===== src/rtl/dmacr_pkg.sv =====
package dmacr_pkg;

    typedef enum logic [1:0] {
        IDX_CTRL  = 2'd0,
        IDX_ADDR  = 2'd1,
        IDX_COUNT = 2'd2,
        IDX_UPPER = 2'd3
    } reg_idx_e;

    localparam logic [3:0] VERSION_NIB = 4'hA;

    localparam int B_PEND   = 0;
    localparam int B_IEN    = 4;
    localparam int B_DRAIN  = 6;
    localparam int B_PRST   = 7;
    localparam int B_TOMEM  = 8;
    localparam int B_LOADED = 26;

    typedef struct packed {
        logic        we;
        reg_idx_e    idx;
        logic [31:0] data;
    } reg_wr_t;

    // value kept in the control word for a given written value
    function automatic logic [31:0] ctrl_store(input logic [31:0] v);
        logic [31:0] r;
        r = v;
        if (!v[B_PRST] && v[B_DRAIN])
            r[B_DRAIN] = 1'b0;
        return r;
    endfunction

endpackage


===== src/rtl/dmacr_ctrl.sv =====
module dmacr_ctrl
    import dmacr_pkg::*;
(
    input  logic        clk,
    input  logic        rst,
    input  reg_wr_t     wr,
    input  logic        xfer_done,
    input  logic        periph_irq,
    output logic [31:0] ctrl_o,
    output logic        irq_o,
    output logic        periph_rst_o
);

    logic [27:1] body_q;
    logic        pend_q;
    logic        pirq_q;
    logic        rstp_q;
    logic        ctrl_we;
    logic [31:0] stored;
    logic        rise, fall;

    assign ctrl_we = wr.we && (wr.idx == IDX_CTRL);
    assign stored  = ctrl_store(wr.data);
    assign rise    = periph_irq && !pirq_q;
    assign fall    = !periph_irq && pirq_q;

    always_ff @(posedge clk) begin
        if (rst) begin
            body_q <= '0;
            pend_q <= 1'b0;
            pirq_q <= 1'b0;
            rstp_q <= 1'b0;
        end else begin
            pirq_q <= periph_irq;
            rstp_q <= ctrl_we && wr.data[B_PRST];
            if (ctrl_we)
                body_q <= stored[27:1];
            else if (wr.we && wr.idx == IDX_ADDR)
                body_q[B_LOADED] <= 1'b1;
            if (xfer_done || rise)
                pend_q <= 1'b1;
            else if (fall)
                pend_q <= 1'b0;
        end
    end

    assign ctrl_o       = {VERSION_NIB, body_q, pend_q};
    assign irq_o        = pend_q && body_q[B_IEN] && !(ctrl_we && !wr.data[B_IEN]);
    assign periph_rst_o = rstp_q;

endmodule


===== src/rtl/dmacr_addr.sv =====
module dmacr_addr
    import dmacr_pkg::*;
#(
    parameter int LEN_W = 24
) (
    input  logic             clk,
    input  logic             rst,
    input  reg_wr_t          wr,
    input  logic             xfer_done,
    input  logic [LEN_W-1:0] xfer_len,
    output logic [31:0]      addr_o,
    output logic [31:0]      count_o,
    output logic [31:0]      upper_o
);

    always_ff @(posedge clk) begin
        if (rst) begin
            addr_o  <= '0;
            count_o <= '0;
            upper_o <= '0;
        end else begin
            if (wr.we && wr.idx == IDX_ADDR)
                addr_o <= wr.data;
            else if (xfer_done)
                addr_o <= addr_o + 32'(xfer_len);
            if (wr.we && wr.idx == IDX_COUNT)
                count_o <= wr.data;
            if (wr.we && wr.idx == IDX_UPPER)
                upper_o <= wr.data;
        end
    end

endmodule


===== src/rtl/dmacr_swap.sv =====
module dmacr_swap #(
    parameter int DATA_W = 32
) (
    input  logic              swap_en,
    input  logic [DATA_W-1:0] din,
    output logic [DATA_W-1:0] dout
);

    localparam int HALVES = DATA_W / 16;

    for (genvar h = 0; h < HALVES; h++) begin : g_half
        assign dout[h*16 +: 8]     = swap_en ? din[h*16 + 8 +: 8] : din[h*16 +: 8];
        assign dout[h*16 + 8 +: 8] = swap_en ? din[h*16 +: 8]     : din[h*16 + 8 +: 8];
    end

endmodule


===== src/rtl/dmacr_chan.sv =====
module dmacr_chan
    import dmacr_pkg::*;
#(
    parameter int AW     = 8,
    parameter int LEN_W  = 24,
    parameter int DATA_W = 32
) (
    input  logic              clk,
    input  logic              rst,
    input  logic              reg_we,
    input  logic [AW-1:0]     reg_addr,
    input  logic [31:0]       reg_wdata,
    output logic [31:0]       reg_rdata,
    input  logic              xfer_done,
    input  logic [LEN_W-1:0]  xfer_len,
    input  logic              periph_irq,
    output logic              irq,
    output logic              periph_rst,
    output logic              dir_to_mem,
    input  logic [31:0]       req_addr,
    output logic [31:0]       mem_addr,
    input  logic              swap_en,
    input  logic [DATA_W-1:0] mem_rd_data,
    output logic [DATA_W-1:0] dev_rd_data,
    input  logic [DATA_W-1:0] dev_wr_data,
    output logic [DATA_W-1:0] mem_wr_data
);

    localparam int IDX_LSB = 2;

    reg_wr_t     wr;
    reg_idx_e    idx;
    logic [31:0] ctrl_w, addr_w, count_w, upper_w;
    logic        unused_addr_bits;

    assign idx              = reg_idx_e'(reg_addr[IDX_LSB +: 2]);
    assign unused_addr_bits = ^{reg_addr[AW-1:IDX_LSB+2], reg_addr[IDX_LSB-1:0]};
    assign wr               = '{we: reg_we, idx: idx, data: reg_wdata};

    dmacr_ctrl u_ctrl (
        .clk          (clk),
        .rst          (rst),
        .wr           (wr),
        .xfer_done    (xfer_done),
        .periph_irq   (periph_irq),
        .ctrl_o       (ctrl_w),
        .irq_o        (irq),
        .periph_rst_o (periph_rst)
    );

    dmacr_addr #(.LEN_W(LEN_W)) u_addr (
        .clk       (clk),
        .rst       (rst),
        .wr        (wr),
        .xfer_done (xfer_done),
        .xfer_len  (xfer_len),
        .addr_o    (addr_w),
        .count_o   (count_w),
        .upper_o   (upper_w)
    );

    dmacr_swap #(.DATA_W(DATA_W)) u_swap_rd (
        .swap_en (swap_en),
        .din     (mem_rd_data),
        .dout    (dev_rd_data)
    );

    dmacr_swap #(.DATA_W(DATA_W)) u_swap_wr (
        .swap_en (swap_en),
        .din     (dev_wr_data),
        .dout    (mem_wr_data)
    );

    always_comb begin
        unique case (idx)
            IDX_CTRL:  reg_rdata = ctrl_w;
            IDX_ADDR:  reg_rdata = addr_w;
            IDX_COUNT: reg_rdata = count_w;
            default:   reg_rdata = upper_w;
        endcase
    end

    assign mem_addr   = req_addr | upper_w;
    assign dir_to_mem = ctrl_w[B_TOMEM];

endmodule


===== config.mk =====
export PLATFORM = sky130hd
export DESIGN_NAME = dmacr_chan
export DESIGN_NICKNAME = d
export VERILOG_FILES = /design/src/rtl/dmacr_pkg.sv /design/src/rtl/dmacr_ctrl.sv /design/src/rtl/dmacr_addr.sv /design/src/rtl/dmacr_swap.sv /design/src/rtl/dmacr_chan.sv
export SDC_FILE = /design/constraint.sdc
export NUM_CORES = 1
export LEC_CHECK = 0
export ABC_CLOCK_PERIOD_IN_PS = 4550
export BUFFER_PORTS_ARGS = -buffer_cell sky130_fd_sc_hd__buf_2
export CORE_MARGIN = 2
export CORE_UTILIZATION = 34
export CTS_CLUSTER_DIAMETER = 30
export DETAILED_ROUTE_END_ITERATION = 10
export PLACE_DENSITY = 0.67
export SETUP_SLACK_MARGIN = 0.2
export SYNTH_ARGS = -nofsm -noshare
export SYNTH_HDL_FRONTEND = slang
export SYNTH_SLANG_ARGS = --single-unit

===== constraint.sdc =====
create_clock -name clk -period 4.55 [get_ports clk]
set_clock_uncertainty 0.05 [all_clocks]
set_input_delay 0.455 -clock clk [delete_from_list [all_inputs] [get_ports clk]]
set_output_delay 0.455 -clock clk [all_outputs]
set_load 0.005 [all_outputs]

==> results of run 1 <==
## worst max-delay path, delay by kind of cell, from the launching register on
family / cells / cell delay (ns)
fa+ha+maj: 2 / 0.66
compound gates: 6 / 1.86
flops: 1 / 0.32
xor+xnor: 1 / 0.12
## area by class of cell
cell class | instances | share of cell area
Clock buffer | 26 | 0.0518
Clock inverter | 5 | 0.00775
Inverter | 9 | 0.00337
Multi-Input combinational cell | 723 | 0.495
Sequential cell | 126 | 0.252
Tap cell | 285 | 0.0356
Timing Repair Buffer | 303 | 0.155
## stage by stage
step	hold WS, ns	utilization	power (W)	setup slack, ns
final	0.231	0.444	0.00350	1.42
after global routing	0.238	0.444	0.00366	1.14
after CTS	0.218	0.444	0.00352	1.40
after detailed placement	0.393	0.417	0.00214	1.22
after global placement	0.387	0.417	0.00212	1.27
after floorplan	0.379	-	0.00182	1.80
## worst max-delay path by stage
stage | start | endpoint | slack, ns | cells past startpoint
after floorplan | xfer_len[0] | u_addr.addr_o[16] | 1.80 | 9
after global placement | xfer_len[0] | u_addr.addr_o[16] | 1.27 | 10
after detailed placement | xfer_len[0] | u_addr.addr_o[16] | 1.22 | 10
after CTS | u_addr.addr_o[0] | u_addr.addr_o[16] | 1.40 | 9
after global routing | u_addr.addr_o[0] | u_addr.addr_o[16] | 1.14 | 9
final | u_addr.addr_o[0] | u_addr.addr_o[16] | 1.42 | 9
## kinds of logic (layout without fill, tap and decap cells)
logic type | Yosys count | count (layout) | share of synthesized area
buffers and inverters | 81 | 343 | 0.0394
AO/OA/AOI/OAI | 221 | 221 | 0.172
multiplexers | 113 | 113 | 0.201
adder cells (fa/ha/maj) | 26 | 26 | 0.0425
flip-flops | 126 | 126 | 0.324
AND/OR/NAND/NOR | 343 | 343 | 0.199
XOR/XNOR | 20 | 20 | 0.0225
## placed cells by master, fill, tap and decap left out, drive strengths merged, types with 3 or more instances in the layout
cell type,synthesis,final
a2111oi,3,3
a211oi,20,20
a21o,12,12
a21oi,127,127
a311oi,7,7
a31oi,6,6
and3,11,11
and4,3,3
buf,8,303
clkbuf,64,26
dfxtp,126,126
ha,24,24
inv,9,9
mux2,64,64
mux2i,21,21
mux4,28,28
nand2,206,206
nand3,11,11
nand3b,3,3
nand4,9,9
nor2,37,37
nor3,7,7
nor3b,7,7
nor4,3,3
o21a,5,5
o21ai,24,24
o22ai,3,3
or2,32,32
or3,4,4
or4,3,3
xnor2,13,13
xor2,7,7
## power breakdown
group	total, W	switching (W)	internal, W
clock network	0.00137	0.000483	0.000889
logic	0.000896	0.000485	0.000411
registers	0.00123	0.0000540	0.00117
## sequential cells by signal, summed over array words and instances, names as in the netlist
register,count
u_ctrl.periph_rst_o,1
u_addr.count_o,32
u_ctrl.pend_q,1
u_ctrl.pirq_q,1
u_addr.addr_o,32
u_ctrl.body_q,27
u_addr.upper_o,32
## routing by layer
metal / global-route usage / wire (um)
met4: 0.0660 / 380
met2: 0.332 / 12000
met5: 0 / 38
met3: 0.0421 / 1740
met1: 0.272 / 11100
## Yosys cell counts, drive strengths merged, types with 8 or more instances
cell and number:
a211oi 20, a21oi 127, or2 32, nand2 206, xnor2 13, nand3 11
clkbuf 64, nand4 9, inv 9, ha 24, buf 8, and3 11
nor2 37, dfxtp 126, mux4 28, mux2i 21, a21o 12, o21ai 24
mux2 64
==> flow_results.xml, run 1 <==
<?xml version="1.0" encoding="UTF-8"?>
<metrics>
  <group name="worst_setup_path">
    <metric name="slowest_delay" unit="ns">0.43</metric>
    <metric name="timing.critical_path.from_type" unit="">register</metric>
    <metric name="worstPathArrival" unit="ns">3.38</metric>
    <metric name="worst_path_class_setup" unit="">reg2reg</metric>
    <metric name="path_max_fanout" unit="">4</metric>
    <metric name="worstPathRequired" unit="ns">4.80</metric>
    <metric name="setup.worst_path.end_class" unit="">register</metric>
    <metric name="worst-r2r-cell-count" unit="">9</metric>
    <metric name="reg2reg_to" unit="">u_addr.addr_o[16]</metric>
    <metric name="cp_max_stage_cell" unit="">fa_1</metric>
    <metric name="r2r_start" unit="">u_addr.addr_o[0]</metric>
    <metric name="timing.reg2reg.setup_slack" unit="ns">1.42</metric>
    <metric name="path_cells" unit="">ha_1, fa_1, a21oi_1, o21ai_0, a21oi_1, o21ai_0, a311oi_1, xor2_1, a2111oi_0</metric>
  </group>
  <group name="timing">
    <metric name="timing.max_slew.rel_slack" unit="">0.448</metric>
    <metric name="hold_viol" unit="">0</metric>
    <metric name="grt_setup_unrepaired" unit="">no</metric>
    <metric name="timing.final.max_slew_violations" unit="">0</metric>
    <metric name="max_clock_freq" unit="MHz">320</metric>
    <metric name="fin_crit_sh" unit="">0.687</metric>
    <metric name="setup_tns" unit="ns">0</metric>
    <metric name="worst_slew_pin_slew" unit="ns">0.828</metric>
    <metric name="minimum_period_implied_by_the_final_worst_setup_slack" unit="ns">3.13</metric>
    <metric name="setup_viol" unit="">0</metric>
  </group>
  <group name="layout">
    <metric name="final-seq-area" unit="um^2">2520</metric>
    <metric name="post_route_cells_drive_above_1_share" unit="">0.388</metric>
    <metric name="fillerInstances" unit="">2264</metric>
    <metric name="design_area" unit="um^2">10000</metric>
    <metric name="multi_input_area" unit="um^2">4950</metric>
    <metric name="antenna_cells_inserted" unit="">0</metric>
    <metric name="final_net_count" unit="">1371</metric>
    <metric name="fin_cells" unit="">1477</metric>
    <metric name="flow.area_growth_from_synthesis" unit="%">28.7</metric>
  </group>
  <group name="floorplanning">
    <metric name="ios" unit="">297</metric>
    <metric name="floorplan.initialDensity" unit="">0.345</metric>
    <metric name="die_area" unit="um^2">24100</metric>
    <metric name="die-height" unit="um">155</metric>
    <metric name="placeableCoreArea" unit="um^2">22600</metric>
    <metric name="floorplan.rows" unit="">55</metric>
    <metric name="die_width" unit="um">155</metric>
  </group>
  <group name="placement">
    <metric name="buffer_ports.inserted" unit="">290</metric>
    <metric name="place.gp.congestion" unit="">0.883</metric>
    <metric name="detailed_place.area" unit="um^2">9420</metric>
    <metric name="number_of_cells_in_the_design_after_placement" unit="">1446</metric>
    <metric name="detailed_place_hpwl" unit="mm">18.6</metric>
  </group>
  <group name="drt">
    <metric name="totalWireLength" unit="mm">25.3</metric>
    <metric name="drtIter0Drc" unit="">399</metric>
    <metric name="dr.pass1.iters" unit="">5</metric>
    <metric name="ant_nets" unit="">0</metric>
    <metric name="detailroute.via_count" unit="">7800</metric>
    <metric name="drt_drc_violations_left" unit="">0</metric>
    <metric name="vias_per_cell" unit="">5.28</metric>
    <metric name="avgRoutedWirePerCell" unit="um">17.1</metric>
  </group>
  <group name="hold_path">
    <metric name="hp-class" unit="">in2reg</metric>
    <metric name="hold_path_end" unit="">u_ctrl.pirq_q</metric>
    <metric name="hold_path_stages" unit="">2</metric>
    <metric name="timing.hold.worst.start" unit="">periph_irq</metric>
  </group>
  <group name="cts">
    <metric name="clkSinkCount" unit="">126</metric>
    <metric name="holdBufCountCts" unit="">0</metric>
    <metric name="ctsResizeCount" unit="">0</metric>
    <metric name="cts_made_buffers" unit="">17</metric>
    <metric name="clock_latency" unit="ns">0.42</metric>
    <metric name="clkSlewWorstSetupHoldPaths" unit="ns">0.05</metric>
    <metric name="buffer_levels_on_the_longest_clock_path" unit="">2</metric>
    <metric name="htree_num_levels" unit="">4</metric>
    <metric name="post_cts_buffers" unit="">0</metric>
    <metric name="cts-root-buf" unit="">clkbuf_16</metric>
    <metric name="cts_tree" unit="">built</metric>
  </group>
  <group name="logic_synthesis">
    <metric name="synth-edff-count" unit="">0</metric>
    <metric name="yosysWarnings" unit="">0</metric>
    <metric name="synth.net_count" unit="">1121</metric>
    <metric name="fraction_of_synthesis_flops_using_an_asynchronous_set_or_reset_pin" unit="">0</metric>
    <metric name="synth_largest_type_area_fraction" unit="">0.324</metric>
    <metric name="synth.lib_cells_used.distinct" unit="">57</metric>
    <metric name="synthCells" unit="">930</metric>
    <metric name="ys.flop_type" unit="">dfxtp_1</metric>
    <metric name="syn-cell-area" unit="um^2">7780</metric>
    <metric name="synth_largest_area_cell" unit="">dfxtp_1</metric>
    <metric name="post_synthesis_sequential_area_ratio" unit="">0.324</metric>
    <metric name="ys_seq_elements" unit="">126</metric>
    <metric name="post_synth_main_area_contributors" unit="">dfxtp_1 (32%), nand2_1 (9.9%), mux2_2 (9.3%)</metric>
    <metric name="synth.avg_cell_area" unit="um^2">8.37</metric>
  </group>
  <group name="status">
    <metric name="run_status" unit="">complete, no violations</metric>
  </group>
  <group name="pwr">
    <metric name="total_power_per_unit_cell_area" unit="nW/um^2">349</metric>
    <metric name="vdd_drop_max" unit="mV">0.266</metric>
    <metric name="cellLeakagePower" unit="nW">4.34</metric>
  </group>
  <group name="global_route">
    <metric name="grtUsageTotal" unit="">0.204</metric>
    <metric name="antenna_found_initial" unit="">3</metric>
    <metric name="first_global_vias" unit="">7358</metric>
    <metric name="grt_pass1_wl" unit="mm">39.1</metric>
    <metric name="grt_max_degree" unit="">51</metric>
    <metric name="gr-total-overflow" unit="">0</metric>
  </group>
  <group name="flow_run">
    <metric name="max_cap_viol_count" unit="">0</metric>
  </group>
</metrics>
(Power assumes the default switching activity.)
==> run 2: changes to the inputs <==
--- a/config.mk
+++ b/config.mk
@@ -5,13 +5,14 @@
 export SDC_FILE = /design/constraint.sdc
 export NUM_CORES = 1
 export LEC_CHECK = 0
-export ABC_CLOCK_PERIOD_IN_PS = 4550
+export ABC_AREA = 1
+export ABC_CLOCK_PERIOD_IN_PS = 2700
 export BUFFER_PORTS_ARGS = -buffer_cell sky130_fd_sc_hd__buf_2
 export CORE_MARGIN = 2
 export CORE_UTILIZATION = 34
 export CTS_CLUSTER_DIAMETER = 30
 export DETAILED_ROUTE_END_ITERATION = 10
-export PLACE_DENSITY = 0.67
+export PLACE_DENSITY = 0.68
 export SETUP_SLACK_MARGIN = 0.2
 export SYNTH_ARGS = -nofsm -noshare
 export SYNTH_HDL_FRONTEND = slang
==> constraint.sdc (replaced) <==
create_clock -name clk -period 2.7 [get_ports clk]
set_clock_uncertainty 0.05 [all_clocks]
set_input_delay 0.27 -clock clk [delete_from_list [all_inputs] [get_ports clk]]
set_output_delay 0.27 -clock clk [all_outputs]
set_load 0.005 [all_outputs]
==> flow_results.xml, run 2 <==
<?xml version="1.0" encoding="UTF-8"?>
<metrics>
  <group name="flow_run">
    <metric name="max_cap_viol_count" unit="">0</metric>
  </group>
  <group name="layout">
    <metric name="layout_commonest_cell" unit="">nand2_1</metric>
    <metric name="flow.area_growth_from_synthesis" unit="%">28.4</metric>
    <metric name="design_area" unit="um^2">10800</metric>
    <metric name="post_route_cells_drive_above_1_share" unit="">0.236</metric>
    <metric name="largestRegisters" unit="">u_addr.addr_o (32), u_addr.count_o (32), u_addr.upper_o (32)</metric>
    <metric name="post-route-util" unit="">0.444</metric>
    <metric name="final_net_count" unit="">1828</metric>
    <metric name="layout.cells.most_common_list" unit="">nand2_1 (311), buf_2 (290), inv_1 (220), a21oi_1 (149), o21ai_0 (134)</metric>
  </group>
  <group name="logic_synthesis">
    <metric name="main_combinational_cell_family_by_area_after_synthesis" unit="">simple AND/OR/NAND/NOR gates</metric>
    <metric name="synth_largest_type_area_fraction" unit="">0.301</metric>
    <metric name="syn-cell-area" unit="um^2">8390</metric>
    <metric name="synth_largest_area_cell" unit="">dfxtp_1</metric>
    <metric name="synth.avg_cell_area" unit="um^2">6.09</metric>
    <metric name="synth.lib_cells_used.distinct" unit="">39</metric>
    <metric name="muxShareOfSynthArea" unit="">0</metric>
    <metric name="synth_compound_area_frac" unit="">0.226</metric>
    <metric name="post_synth_main_area_contributors" unit="">dfxtp_1 (30%), nand2_1 (14%), inv_1 (9.9%)</metric>
    <metric name="post_synthesis_sequential_area_ratio" unit="">0.301</metric>
    <metric name="ys.flop_type" unit="">dfxtp_1</metric>
    <metric name="synth-xor-area-share" unit="">0.0104</metric>
    <metric name="synth.net_count" unit="">1569</metric>
    <metric name="fraction_of_synthesis_flops_using_an_asynchronous_set_or_reset_pin" unit="">0</metric>
    <metric name="yosys.area_share.adder" unit="">0.0382</metric>
    <metric name="yosysWarnings" unit="">0</metric>
    <metric name="synthTopCellsByCount" unit="">nand2_1 (311), inv_1 (221), a21oi_1 (149)</metric>
    <metric name="synthCells" unit="">1378</metric>
    <metric name="synth-edff-count" unit="">0</metric>
    <metric name="post-synth-top-count-cell" unit="">nand2_1</metric>
    <metric name="ys_seq_elements" unit="">126</metric>
    <metric name="simple_gate_fraction_of_synth_area" unit="">0.286</metric>
  </group>
  <group name="floorplanning">
    <metric name="placeableCoreArea" unit="um^2">24200</metric>
    <metric name="die_area" unit="um^2">26000</metric>
    <metric name="floorplan.initialDensity" unit="">0.346</metric>
    <metric name="die-height" unit="um">161</metric>
    <metric name="floorplan.rows" unit="">57</metric>
    <metric name="die_width" unit="um">161</metric>
    <metric name="ios" unit="">297</metric>
  </group>
  <group name="pwr">
    <metric name="vdd_drop_max" unit="mV">0.428</metric>
    <metric name="power_frac_clock" unit="">0.421</metric>
    <metric name="net-switching-power" unit="W">0.00179</metric>
    <metric name="cell_internal_pwr" unit="W">0.00420</metric>
    <metric name="power_switching_share" unit="">0.299</metric>
    <metric name="share_comb_of_total_power" unit="">0.235</metric>
    <metric name="total_power_per_unit_cell_area" unit="nW/um^2">556</metric>
    <metric name="cellLeakagePower" unit="nW">5.30</metric>
    <metric name="p_seq_frac" unit="">0.344</metric>
  </group>
  <group name="hold_path">
    <metric name="timing.hold.worst.start" unit="">periph_irq</metric>
    <metric name="hold_path_stages" unit="">3</metric>
    <metric name="hp-class" unit="">in2reg</metric>
  </group>
  <group name="worst_setup_path">
    <metric name="path_depth" unit="">11</metric>
    <metric name="worstPathArrival" unit="ns">2.43</metric>
    <metric name="critical_path_buf_inv_count" unit="">0</metric>
    <metric name="worst_path_class_setup" unit="">reg2reg</metric>
    <metric name="r2r_start" unit="">u_addr.addr_o[0]</metric>
    <metric name="timing.critical_path.from_type" unit="">register</metric>
    <metric name="critPathTopFamily" unit="">simple AND/OR/NAND/NOR gates</metric>
    <metric name="path_cells" unit="">ha_1, fa_1, nand3_1, nand3_1, nand2_1, nand2_1, nand2_1, nand2_1, or2_2, nand2_1, a21oi_1</metric>
    <metric name="setup.worst_path.end_class" unit="">register</metric>
    <metric name="cp_max_stage_cell" unit="">fa_1</metric>
    <metric name="worst-r2r-cell-count" unit="">11</metric>
    <metric name="path_common_cell" unit="">nand2_1</metric>
    <metric name="worstPathRequired" unit="ns">2.92</metric>
    <metric name="crit_start" unit="">u_addr.addr_o[0]</metric>
    <metric name="slowest_delay" unit="ns">0.48</metric>
    <metric name="path_max_fanout" unit="">4</metric>
  </group>
  <group name="drt">
    <metric name="detailroute.via_count" unit="">9629</metric>
    <metric name="wl_met3" unit="mm">1.50</metric>
    <metric name="drt_drc_violations_left" unit="">0</metric>
    <metric name="avgRoutedWirePerCell" unit="um">14.0</metric>
    <metric name="met2_length" unit="mm">13.4</metric>
    <metric name="route.layer.met1.wl" unit="mm">12.3</metric>
    <metric name="highest_layer" unit="">met4</metric>
    <metric name="dr.pass1.iters" unit="">5</metric>
    <metric name="totalWireLength" unit="mm">27.7</metric>
    <metric name="drtIter0Drc" unit="">558</metric>
    <metric name="ant_nets" unit="">0</metric>
    <metric name="vias_per_cell" unit="">4.87</metric>
  </group>
  <group name="timing">
    <metric name="fin_crit_sh" unit="">0.820</metric>
    <metric name="grt_setup_unrepaired" unit="">no</metric>
    <metric name="hold_viol" unit="">0</metric>
    <metric name="timing.final.max_slew_violations" unit="">0</metric>
    <metric name="worst_slew_pin_slew" unit="ns">0.815</metric>
    <metric name="max_clock_freq" unit="MHz">452</metric>
    <metric name="setup_tns" unit="ns">0</metric>
    <metric name="minimum_period_implied_by_the_final_worst_setup_slack" unit="ns">2.21</metric>
    <metric name="timing.max_slew.rel_slack" unit="">0.453</metric>
    <metric name="setup_viol" unit="">0</metric>
  </group>
  <group name="cts">
    <metric name="buffer_levels_on_the_longest_clock_path" unit="">2</metric>
    <metric name="clock_latency" unit="ns">0.41</metric>
    <metric name="cts-root-buf" unit="">clkbuf_16</metric>
    <metric name="htree_num_levels" unit="">4</metric>
    <metric name="ctsResizeCount" unit="">0</metric>
    <metric name="post_cts_buffers" unit="">0</metric>
    <metric name="cts_tree" unit="">built</metric>
    <metric name="clkSinkCount" unit="">126</metric>
    <metric name="cts_made_buffers" unit="">17</metric>
    <metric name="clkSlewWorstSetupHoldPaths" unit="ns">0.06</metric>
    <metric name="holdBufCountCts" unit="">0</metric>
  </group>
  <group name="global_route">
    <metric name="gr-total-overflow" unit="">0</metric>
    <metric name="antenna_found_initial" unit="">3</metric>
    <metric name="grtUsageTotal" unit="">0.208</metric>
    <metric name="grt_pass1_wl" unit="mm">44.0</metric>
    <metric name="first_global_vias" unit="">8794</metric>
    <metric name="grt_max_degree" unit="">49</metric>
  </group>
  <group name="placement">
    <metric name="detailed_place_hpwl" unit="mm">21.4</metric>
    <metric name="buffer_ports.inserted" unit="">290</metric>
    <metric name="place.gp.congestion" unit="">0.913</metric>
    <metric name="detailed_place.area" unit="um^2">10100</metric>
  </group>
  <group name="status">
    <metric name="run_status" unit="">complete, no violations</metric>
  </group>
</metrics>
[run 2: changes by cell type after synthesis, moves of 28 or more]
cell	previous run	this run
inv_1	9	221
o21ai_0	21	134
nand2_1	206	311
nor2_1	37	132
mux2_2	64	0
nand3_1	11	65
mux4_2	28	0
[run 2: worst paths after layout]
path,endpoint,slack [ns]
max reg2reg,u_addr.addr_o[16],0.49
max,u_addr.addr_o[16],0.49
min reg2reg,u_addr.count_o[13],0.40
min,u_ctrl.pirq_q,0.03
[run 2: cell type report]
cell class / count / area, um^2
fill: 2582 / 13500
clock inverter: 9 / 155
inverter: 229 / 867
sequential: 126 / 2520
antenna: 3 / 7.51
timing repair buffer: 305 / 1610
multi-input combinational: 958 / 4710
clock buffer: 23 / 498
tap: 324 / 405
[run 2: power groups by stage]
stage	clock, W	sequential, W	combinational (W)
2_1_floorplan	0	0.00207	0.000890
3_3_place_gp	0	0.00210	0.00138
3_5_place_dp	0	0.00210	0.00140
4_1_cts	0.00253	0.00206	0.00141
5_1_grt	0.00262	0.00208	0.00160
6_report	0.00252	0.00206	0.00141
[run 2: per-layer routing]
layer	vias to the layer above	global-route usage
li1	4938	-
met1	4358	0.266
met2	291	0.363
met3	42	0.0321
met4	0	0.0637
met5	-	0
[run 2: worst register-to-register path: stages (launching register included)]
cell and delay, ns:
dfxtp_1 0.31, ha_1 0.27, fa_1 0.48, nand3_1 0.12, nand3_1 0.13, nand2_1 0.09
nand2_1 0.10, nand2_1 0.08, nand2_1 0.06, or2_2 0.27, nand2_1 0.07, a21oi_1 0.05
[run 2: cell families after synthesis]
group,after synthesis
buffers and inverters,294
AND/OR/NAND/NOR,570
flip-flops,126
AO/OA/AOI/OAI,353
adder cells (fa/ha/maj),25
XOR/XNOR,10
[run 2: through the flow]
stage / instances / hold WS [ns] / worst slack (ns) / power, W
after floorplan: 1378 / 0.327 / 0.750 / 0.00296
final: 1977 / 0.0267 / 0.487 / 0.00599
after detailed placement: 1942 / 0.393 / 0.365 / 0.00350
after global routing: 1977 / 0.0620 / 0.289 / 0.00630
after CTS: 1974 / 0.0268 / 0.476 / 0.00601
after global placement: 1942 / 0.387 / 0.386 / 0.00348
